### config.mk
export PLATFORM = sky130hd
export DESIGN_NAME = plane_write_expander
export DESIGN_NICKNAME = d
export VERILOG_FILES = /design/src/rtl/pwx_pkg.sv /design/src/rtl/pwx_rotator.sv /design/src/rtl/pwx_plane_gen.sv /design/src/rtl/pwx_mask_sel.sv /design/src/rtl/plane_write_expander.sv
export SDC_FILE = /design/constraint.sdc
export NUM_CORES = 1
export LEC_CHECK = 0
export BUFFER_PORTS_ARGS = -buffer_cell sky130_fd_sc_hd__buf_4
export CORE_MARGIN = 5
export CORE_UTILIZATION = 45
export CTS_CLUSTER_DIAMETER = 50
export CTS_CLUSTER_SIZE = 28
export DETAILED_ROUTE_END_ITERATION = 10
export PLACE_DENSITY_LB_ADDON = 0.2
export SKIP_CTS_REPAIR_TIMING = 1
export SLEW_MARGIN = 15
export SYNTH_ARGS = -nofsm -noshare
export SYNTH_HDL_FRONTEND = slang
export SYNTH_SLANG_ARGS = --single-unit
### constraint.sdc
create_clock -name clk -period 2.2 [get_ports clk]
set_input_delay 0.44 -clock clk [delete_from_list [all_inputs] [get_ports clk]]
set_output_delay 0.44 -clock clk [all_outputs]
set_load 0.1 [all_outputs]
### src/rtl/pwx_pkg.sv
// Package: shared encodings for the planar write data expansion unit.
// Assumes the mode field is two bits wide and encoded as below.
package pwx_pkg;
    typedef enum logic [1:0] {
        MODE_PASS   = 2'd0,
        MODE_EXPAND = 2'd1,
        MODE_DITHER = 2'd2,
        MODE_RSVD   = 2'd3
    } wr_mode_e;
endpackage

### src/rtl/pwx_rotator.sv
// Module: right-rotates a data word by a variable amount.
// Assumes WIDTH is a power of two, so that the amount field covers every
// rotation exactly once.
module pwx_rotator #(
    parameter int WIDTH = 8,
    localparam int AMT_W = $clog2(WIDTH)
) (
    input  logic [WIDTH-1:0] din,
    input  logic [AMT_W-1:0] amt,
    output logic [WIDTH-1:0] dout
);
    // Purpose: output bit i takes input bit (i + amt) mod WIDTH.
    always_comb begin
        for (int i = 0; i < WIDTH; i++) begin
            dout[i] = din[(i + int'(amt)) % WIDTH];
        end
    end
endmodule

### src/rtl/pwx_plane_gen.sv
// Module: forms the data byte of each plane from the selected write mode.
// Assumes the colour words carry one bit per plane and the latch word is
// packed with plane n in slice n.
module pwx_plane_gen
    import pwx_pkg::*;
#(
    parameter int PLANES = 4,
    parameter int PIX_W  = 8,
    localparam int DATA_W = PLANES * PIX_W
) (
    input  wr_mode_e           mode,
    input  logic               src_cpu,
    input  logic [PIX_W-1:0]   rot_byte,
    input  logic [PIX_W-1:0]   pattern,
    input  logic [PLANES-1:0]  fg_color,
    input  logic [PLANES-1:0]  bg_color,
    input  logic [DATA_W-1:0]  fg_latch,
    output logic [DATA_W-1:0]  plane_data
);
    logic [PIX_W-1:0] exp_src;

    // Purpose: choose the monochrome bitmap that colour expansion consumes.
    always_comb begin
        exp_src = src_cpu ? rot_byte : pattern;
    end

    for (genvar p = 0; p < PLANES; p++) begin : g_plane
        logic [PIX_W-1:0] expanded;

        // Purpose: per-pixel choice between this plane's fg and bg colour bit.
        always_comb begin
            for (int b = 0; b < PIX_W; b++) begin
                expanded[b] = exp_src[b] ? fg_color[p] : bg_color[p];
            end
        end

        // Purpose: pick this plane's output byte by write mode.
        always_comb begin
            unique case (mode)
                MODE_EXPAND: plane_data[p*PIX_W +: PIX_W] = expanded;
                MODE_DITHER: plane_data[p*PIX_W +: PIX_W] = fg_latch[p*PIX_W +: PIX_W];
                default:     plane_data[p*PIX_W +: PIX_W] = rot_byte;
            endcase
        end
    end
endmodule

### src/rtl/pwx_mask_sel.sv
// Module: derives the bit write-enable mask for one write.
// Assumes an all-ones mask means every bit is written.
module pwx_mask_sel #(
    parameter int PIX_W = 8
) (
    input  logic             mask_en,
    input  logic             mask_src_cpu,
    input  logic [PIX_W-1:0] mask_reg,
    input  logic [PIX_W-1:0] rot_byte,
    output logic [PIX_W-1:0] mask
);
    // Purpose: all-ones when masking is off, else register or rotated byte.
    always_comb begin
        if (!mask_en)          mask = '1;
        else if (mask_src_cpu) mask = rot_byte;
        else                   mask = mask_reg;
    end
endmodule

### src/rtl/plane_write_expander.sv
// Module: top of the planar write data expansion unit. It rotates the
// CPU byte, builds per-plane data and the write mask, and registers all
// of them on a write strobe.
// Assumes control inputs are stable in the cycle the strobe is sampled.
// Results appear one clock later and hold until the next strobe.
module plane_write_expander
    import pwx_pkg::*;
#(
    parameter int PLANES = 4,
    parameter int PIX_W  = 8,
    localparam int DATA_W = PLANES * PIX_W,
    localparam int AMT_W  = $clog2(PIX_W)
) (
    input  logic              clk,
    input  logic              rst_n,
    input  logic              wr_stb,
    input  logic [PIX_W-1:0]  cpu_byte,
    input  logic [AMT_W-1:0]  rot_amt,
    input  logic [1:0]        mode,
    input  logic              src_cpu,
    input  logic [PLANES-1:0] fg_color,
    input  logic [PLANES-1:0] bg_color,
    input  logic [PIX_W-1:0]  pattern,
    input  logic [DATA_W-1:0] fg_latch,
    input  logic              mask_en,
    input  logic              mask_src_cpu,
    input  logic [PIX_W-1:0]  mask_reg,
    output logic [DATA_W-1:0] plane_data,
    output logic [PIX_W-1:0]  wr_mask,
    output logic              out_valid
);
    logic [PIX_W-1:0]  rot_byte;
    logic [DATA_W-1:0] data_next;
    logic [PIX_W-1:0]  mask_next;

    pwx_rotator #(.WIDTH(PIX_W)) u_rot (
        .din  (cpu_byte),
        .amt  (rot_amt),
        .dout (rot_byte)
    );

    pwx_plane_gen #(.PLANES(PLANES), .PIX_W(PIX_W)) u_gen (
        .mode       (wr_mode_e'(mode)),
        .src_cpu    (src_cpu),
        .rot_byte   (rot_byte),
        .pattern    (pattern),
        .fg_color   (fg_color),
        .bg_color   (bg_color),
        .fg_latch   (fg_latch),
        .plane_data (data_next)
    );

    pwx_mask_sel #(.PIX_W(PIX_W)) u_mask (
        .mask_en      (mask_en),
        .mask_src_cpu (mask_src_cpu),
        .mask_reg     (mask_reg),
        .rot_byte     (rot_byte),
        .mask         (mask_next)
    );

    // Purpose: capture results on a strobe and pulse valid for one cycle.
    always_ff @(posedge clk) begin
        if (!rst_n) begin
            plane_data <= '0;
            wr_mask    <= '0;
            out_valid  <= 1'b0;
        end else begin
            out_valid <= wr_stb;
            if (wr_stb) begin
                plane_data <= data_next;
                wr_mask    <= mask_next;
            end
        end
    end
endmodule

# == After elaboration in Yosys (flattened, before gate mapping) ==
# Index checks and enable logic that the tools add are counted.
# word_totals
latchBits,0
n_memories,0
out_inout_bits,41
regBits,41
romBits,0
mem_bits_rw,0
inputBits,75
wordCells,96
# classes
bitwise,7
reduce_logical,7
mul,0
n_shift,0
addsub,7
div_mod_pow,0
n_mux,62
n_lt_le_gt_ge,8
eq_ne,2
# ops
cell,n
$pmux W8 S2,4
$mux W1,47
$lt A4 B5 Y1 const B,7
$bmux W1 S3,8
$mux W8,3
$reduce_or A3 Y1,7
$add A3 B3 Y3 const A,4
$and A1 B1 Y1 const A,7
$add A2 B3 Y3 const A,2
$lt A3 B4 Y1 const B,1
$add A1 B3 Y3 const A,1
$eq A2 B1 Y1 const B,1
$eq A2 B2 Y1 const B,1

# == Longest topological paths before layout ==
# logic_depth
word_depth,9
mapped_depth,10
mapped_depth_nobuf,7

# == Cells and area by module ==
# Synthesis repeated with hierarchy kept, for this count alone.
# hier_totals
cells_unflattened,344
area_unflattened_um2,3290.7
# by_module_without_submodules
mod,area_per_inst_um2,seq_area_each_um2,n_inst,cells_each
plane_write_expander,1584.0,820.8,1,131
pwx_plane_gen,1098.6,0.0,1,150
pwx_rotator,483.0,0.0,1,45
pwx_mask_sel,125.1,0.0,1,18

# == Worst setup path before layout ==
# Ideal clock, no wire load.
# synth_path
path_kind,input -> register
from,input rot_amt[0]
to,register plane_data[13]
cell_stages,10
setup_slack_ps,-70
setup_ps,123
t_arrival_ps,2147
required_ps,2077
cell_sequence,buf_6 -> buf_8 -> inv_1 -> ha_1 -> clkbuf_1 -> mux4_1 -> mux2i_1 -> o21ai_0 -> a21oi_1 -> a21oi_1
# synth_via
elab_chain_len,7
# synth_rtl
item,line,source
from (decl),plane_write_expander.sv:18,"input logic [AMT_W-1:0] rot_amt,"
$add A3 B3 Y3 *,pwx_rotator.sv:15,dout[i] = din[(i + int'(amt)) % WIDTH];
$bmux W1 S3 *,pwx_rotator.sv:15,
$mux W1 (not written as such) * (2 in series),pwx_rotator.sv:15,
$mux W8,pwx_plane_gen.sv:24,exp_src = src_cpu ? rot_byte : pattern;
$mux W1,pwx_plane_gen.sv:33,expanded[b] = exp_src[b] ? fg_color[p] : bg_color[p];
$pmux W8 S2 *,pwx_plane_gen.sv:39,unique case (mode)
to (signal assigned),plane_write_expander.sv:70,plane_data <= data_next;
to (decl),plane_write_expander.sv:28,"output logic [DATA_W-1:0] plane_data,"
# Mark *: on every way between the ends. The rest lies on a longest branch, timed or not. The select of a mux whose other input is x is not followed.
# A chain may end at the register's enable or synchronous reset.

# == Worst setup path after layout ==
# layout_path
from,input rot_amt[0]
to,register plane_data[19]
# layout_via
elab_chain_len,7
# layout_rtl
item,line
$add A2 B3 Y3 *,pwx_rotator.sv:15
$bmux W1 S3 *,pwx_rotator.sv:15
$mux W1 (not written as such) * (2 in series),pwx_rotator.sv:15
$mux W8,pwx_plane_gen.sv:24
$mux W1,pwx_plane_gen.sv:33
$pmux W8 S2 *,pwx_plane_gen.sv:39
# Marks and branches as above.

==> results.toml <==
[clock_tree]
ctsHtreeMaxLevel = 2
clk-insertion-delay-late_ns = 0.30
tritoncts = "yes"
cts_num_sinks = 41
cts_buffers = 5
worst_setup_hold_path_clk_slew_ns = 0.08
clk_path_buf_depth = 2
cts-root-buf = "sky130_fd_sc_hd__clkbuf_8"

[global_route]
grt_pass1_vias = 3027
total_global_route_track_usage = 0.228
grt_first_pass_wirelength_mm = 15.6
initial_antenna_violation_count = 0
pin_count_of_the_biggest_net_entering_global_routing = 42
grt_overflow = 0

[sta]
max_slew_margin = 0.694
final_period_minus_worst_setup_slack_ns = 1.99
final-max-slew-violation-count = 0
timing.final.ws_setup_ns = 0.208
rsz_0062_raised_after_global_routing = "no"
achievable-frequency_ghz = 0.502
finalHoldViolCount = 0
setup-violations-final = 0
final.setup_skew_ns = 0
worst_hold_slack_ns = 0.398
finalSetupTns_ns = 0
timing_worst_slew_pin_value_ns = 0.454
timing.final.crit_share = 0.906

[yosys]
synth.top_cells.by_count = "52 x sky130_fd_sc_hd__a21oi_1, 46 x sky130_fd_sc_hd__mux2i_1, 41 x sky130_fd_sc_hd__dfxtp_1, 34 x sky130_fd_sc_hd__o21ai_0, 31 x sky130_fd_sc_hd__clkbuf_1"
syn_avg_cell_area_um2 = 8.38
asr_flop_ratio_synth = 0
netlist-cell-type-count = 39
synthDominantAreaCellType = "sky130_fd_sc_hd__dfxtp_1"
seq_area_frac_synth = 0.271
number_of_enable_type_register_cells_in_the_synthesized_netlist = 0
synth_largest_type_area_fraction = 0.271
ys_ff_latch = 41
mappedNetlistNets = 441
most_numerous_cell_in_the_yosys_netlist = "sky130_fd_sc_hd__a21oi_1"
synth_ff_type = "sky130_fd_sc_hd__dfxtp_1"
synth_area_leaders = "sky130_fd_sc_hd__dfxtp_1 27%, sky130_fd_sc_hd__mux2i_1 15%, sky130_fd_sc_hd__a21oi_1 8.6%"
syn_area_um2 = 3030
ys_warn_count = 0
synthCells = 362

[power]
leakage_nw = 1.90
pwr-share-seq = 0.308
vdd_drop_max_uv = 456
power.density_cell_area_nw_per_um2 = 668
cell_internal_pwr_mw = 1.58
power.switching_fraction = 0.423
power.clock.fraction = 0.237
total_switching_power_mw = 1.16
comb_power_share = 0.454

[critical_path]
critPathLaunchType = "input pin"
timing_worst_setup_path_type = "input pin to flop"
critical_path.reg2reg.startpoint = "plane_data[23]"
crit_path_max_fo = 8
timing.critical_path.to_type = "flop"
r2r_cells = 2
crit_path_start = "rot_amt[0]"
arrival_ns = 2.18
reg2reg_slack_ns = 1.48
worstReg2RegEnd = "plane_data[23]"
critPathRequiredTime_ns = 2.39

[placed_design]
numPortBuffers = 115
placedInstanceArea_um2 = 3980
placement.setup.worst_slack_ns = -0.0763
dp_hpwl_mm = 7.50
globalplace.congestion = 0.879

[final_layout]
finalCoreUtilization = 0.613
ant_cells = 0
area_added_between_synthesis_and_finish_pct = 35.0
finish.net_count = 544
drive_gt1_frac = 0.337
finish.instance_area_um2 = 4100
filler_cell_count = 633

[route]
detail_route.vias_per_cell = 5.90
drt.antenna.violating_nets = 0
wl_mm = 9.93
drcViolationCount = 0
iteration_count_of_the_initial_detailed_routing_pass = 5
drt_iter0_drc = 222
wire_length_per_cell_um = 18.2
dr_total_vias = 3222

[run]
cap_viol_max_count = 0

[floorplanning]
die_area_um2 = 8490
initial_core_util = 0.454
core_area_um2 = 6680
die_height_um = 92.1
boundaryPins = 116
floorplan.rows = 30
chipWidth_um = 92.1

[worst_hold_path]
min-delay-start = "fg_latch[21]"
min_delay_worst_endpoint = "plane_data[21]"
min_path_type = "input pin to flop"
min_delay_path_depth = 3

[run_status]
run_status = "completed"
-- routing by layer --
metal / share of wire / GRT usage
met2: 0.48 / 0.378
met3: 0.075 / 0.0410
met4: 0.013 / 0.0569
met5: 0 / 0
met1: 0.43 / 0.305
-- final cells by class --
class	instances	area (um^2)	area share
Timing Repair Buffer	133	998	0.244
Sequential cell	41	821	0.200
Clock inverter	2	37.5	0.00917
Clock buffer	6	82.6	0.0202
Tap cell	80	100	0.0244
Inverter	7	26.3	0.00642
Multi-Input combinational cell	277	2030	0.496
-- worst max path at each step --
| stage | to | cells after the start |
|---|---|---|
| floorplan | wr_mask[3] | 7 |
| global placement | plane_data[5] | 9 |
| detailed placement | plane_data[1] | 10 |
| CTS | plane_data[17] | 10 |
| global route | plane_data[25] | 10 |
| finish | plane_data[19] | 9 |
-- flip-flops by register name (all words and copies together), names as in the netlist --
| name | count |
|---|---|
| out_valid | 1 |
| plane_data | 32 |
| wr_mask | 8 |
-- metrics by stage --
| step | std cells | total power [mW] |
|---|---|---|
| finish | 546 | 2.74 |
| global placement | 538 | 2.09 |
| floorplan | 362 | 1.74 |
| CTS | 546 | 2.74 |
| global route | 546 | 2.85 |
| detailed placement | 538 | 2.10 |
-- cells in the final DEF (no fill, tap or decap), types with 8 or more instances in the layout --
cell type,Yosys,final
sky130_fd_sc_hd__a21oi_1,52,52
sky130_fd_sc_hd__a22o_1,8,8
sky130_fd_sc_hd__a31oi_1,20,20
sky130_fd_sc_hd__buf_4,0,133
sky130_fd_sc_hd__dfxtp_1,41,41
sky130_fd_sc_hd__mux2i_1,46,46
sky130_fd_sc_hd__nand2_1,17,17
sky130_fd_sc_hd__nor2_1,28,28
sky130_fd_sc_hd__o211ai_1,8,8
sky130_fd_sc_hd__o21ai_0,34,34
-- logic make-up after synthesis --
family,count (synthesis),share of synthesized area
AOI/OAI and AO/OA,139,0.283
muxes,56,0.231
xor gates and xnor gates,3,0.0111
adders and majority gates,4,0.0165
and+or+nand+nor,75,0.127
buffers and inverters,44,0.0614
DFF,41,0.271
-- worst max-delay path, cell delays in order --
cell,delay (ns)
sky130_fd_sc_hd__buf_4,0.12
sky130_fd_sc_hd__inv_1,0.05
sky130_fd_sc_hd__ha_1,0.32
sky130_fd_sc_hd__buf_4,0.17
sky130_fd_sc_hd__nor3b_1,0.29
sky130_fd_sc_hd__mux2i_1,0.17
sky130_fd_sc_hd__a31o_1,0.28
sky130_fd_sc_hd__a31oi_1,0.23
sky130_fd_sc_hd__a21oi_1,0.10
-- power by group through the flow --
stage | Combinational (mW) | Clock (mW) | Sequential, mW
floorplan | 0.414 | 0 | 1.33
global placement | 1.23 | 0 | 0.859
detailed placement | 1.24 | 0 | 0.860
CTS | 1.24 | 0.653 | 0.844
global route | 1.30 | 0.692 | 0.851
finish | 1.24 | 0.649 | 0.844
Note: power is estimated with default switching activity, not from simulation.
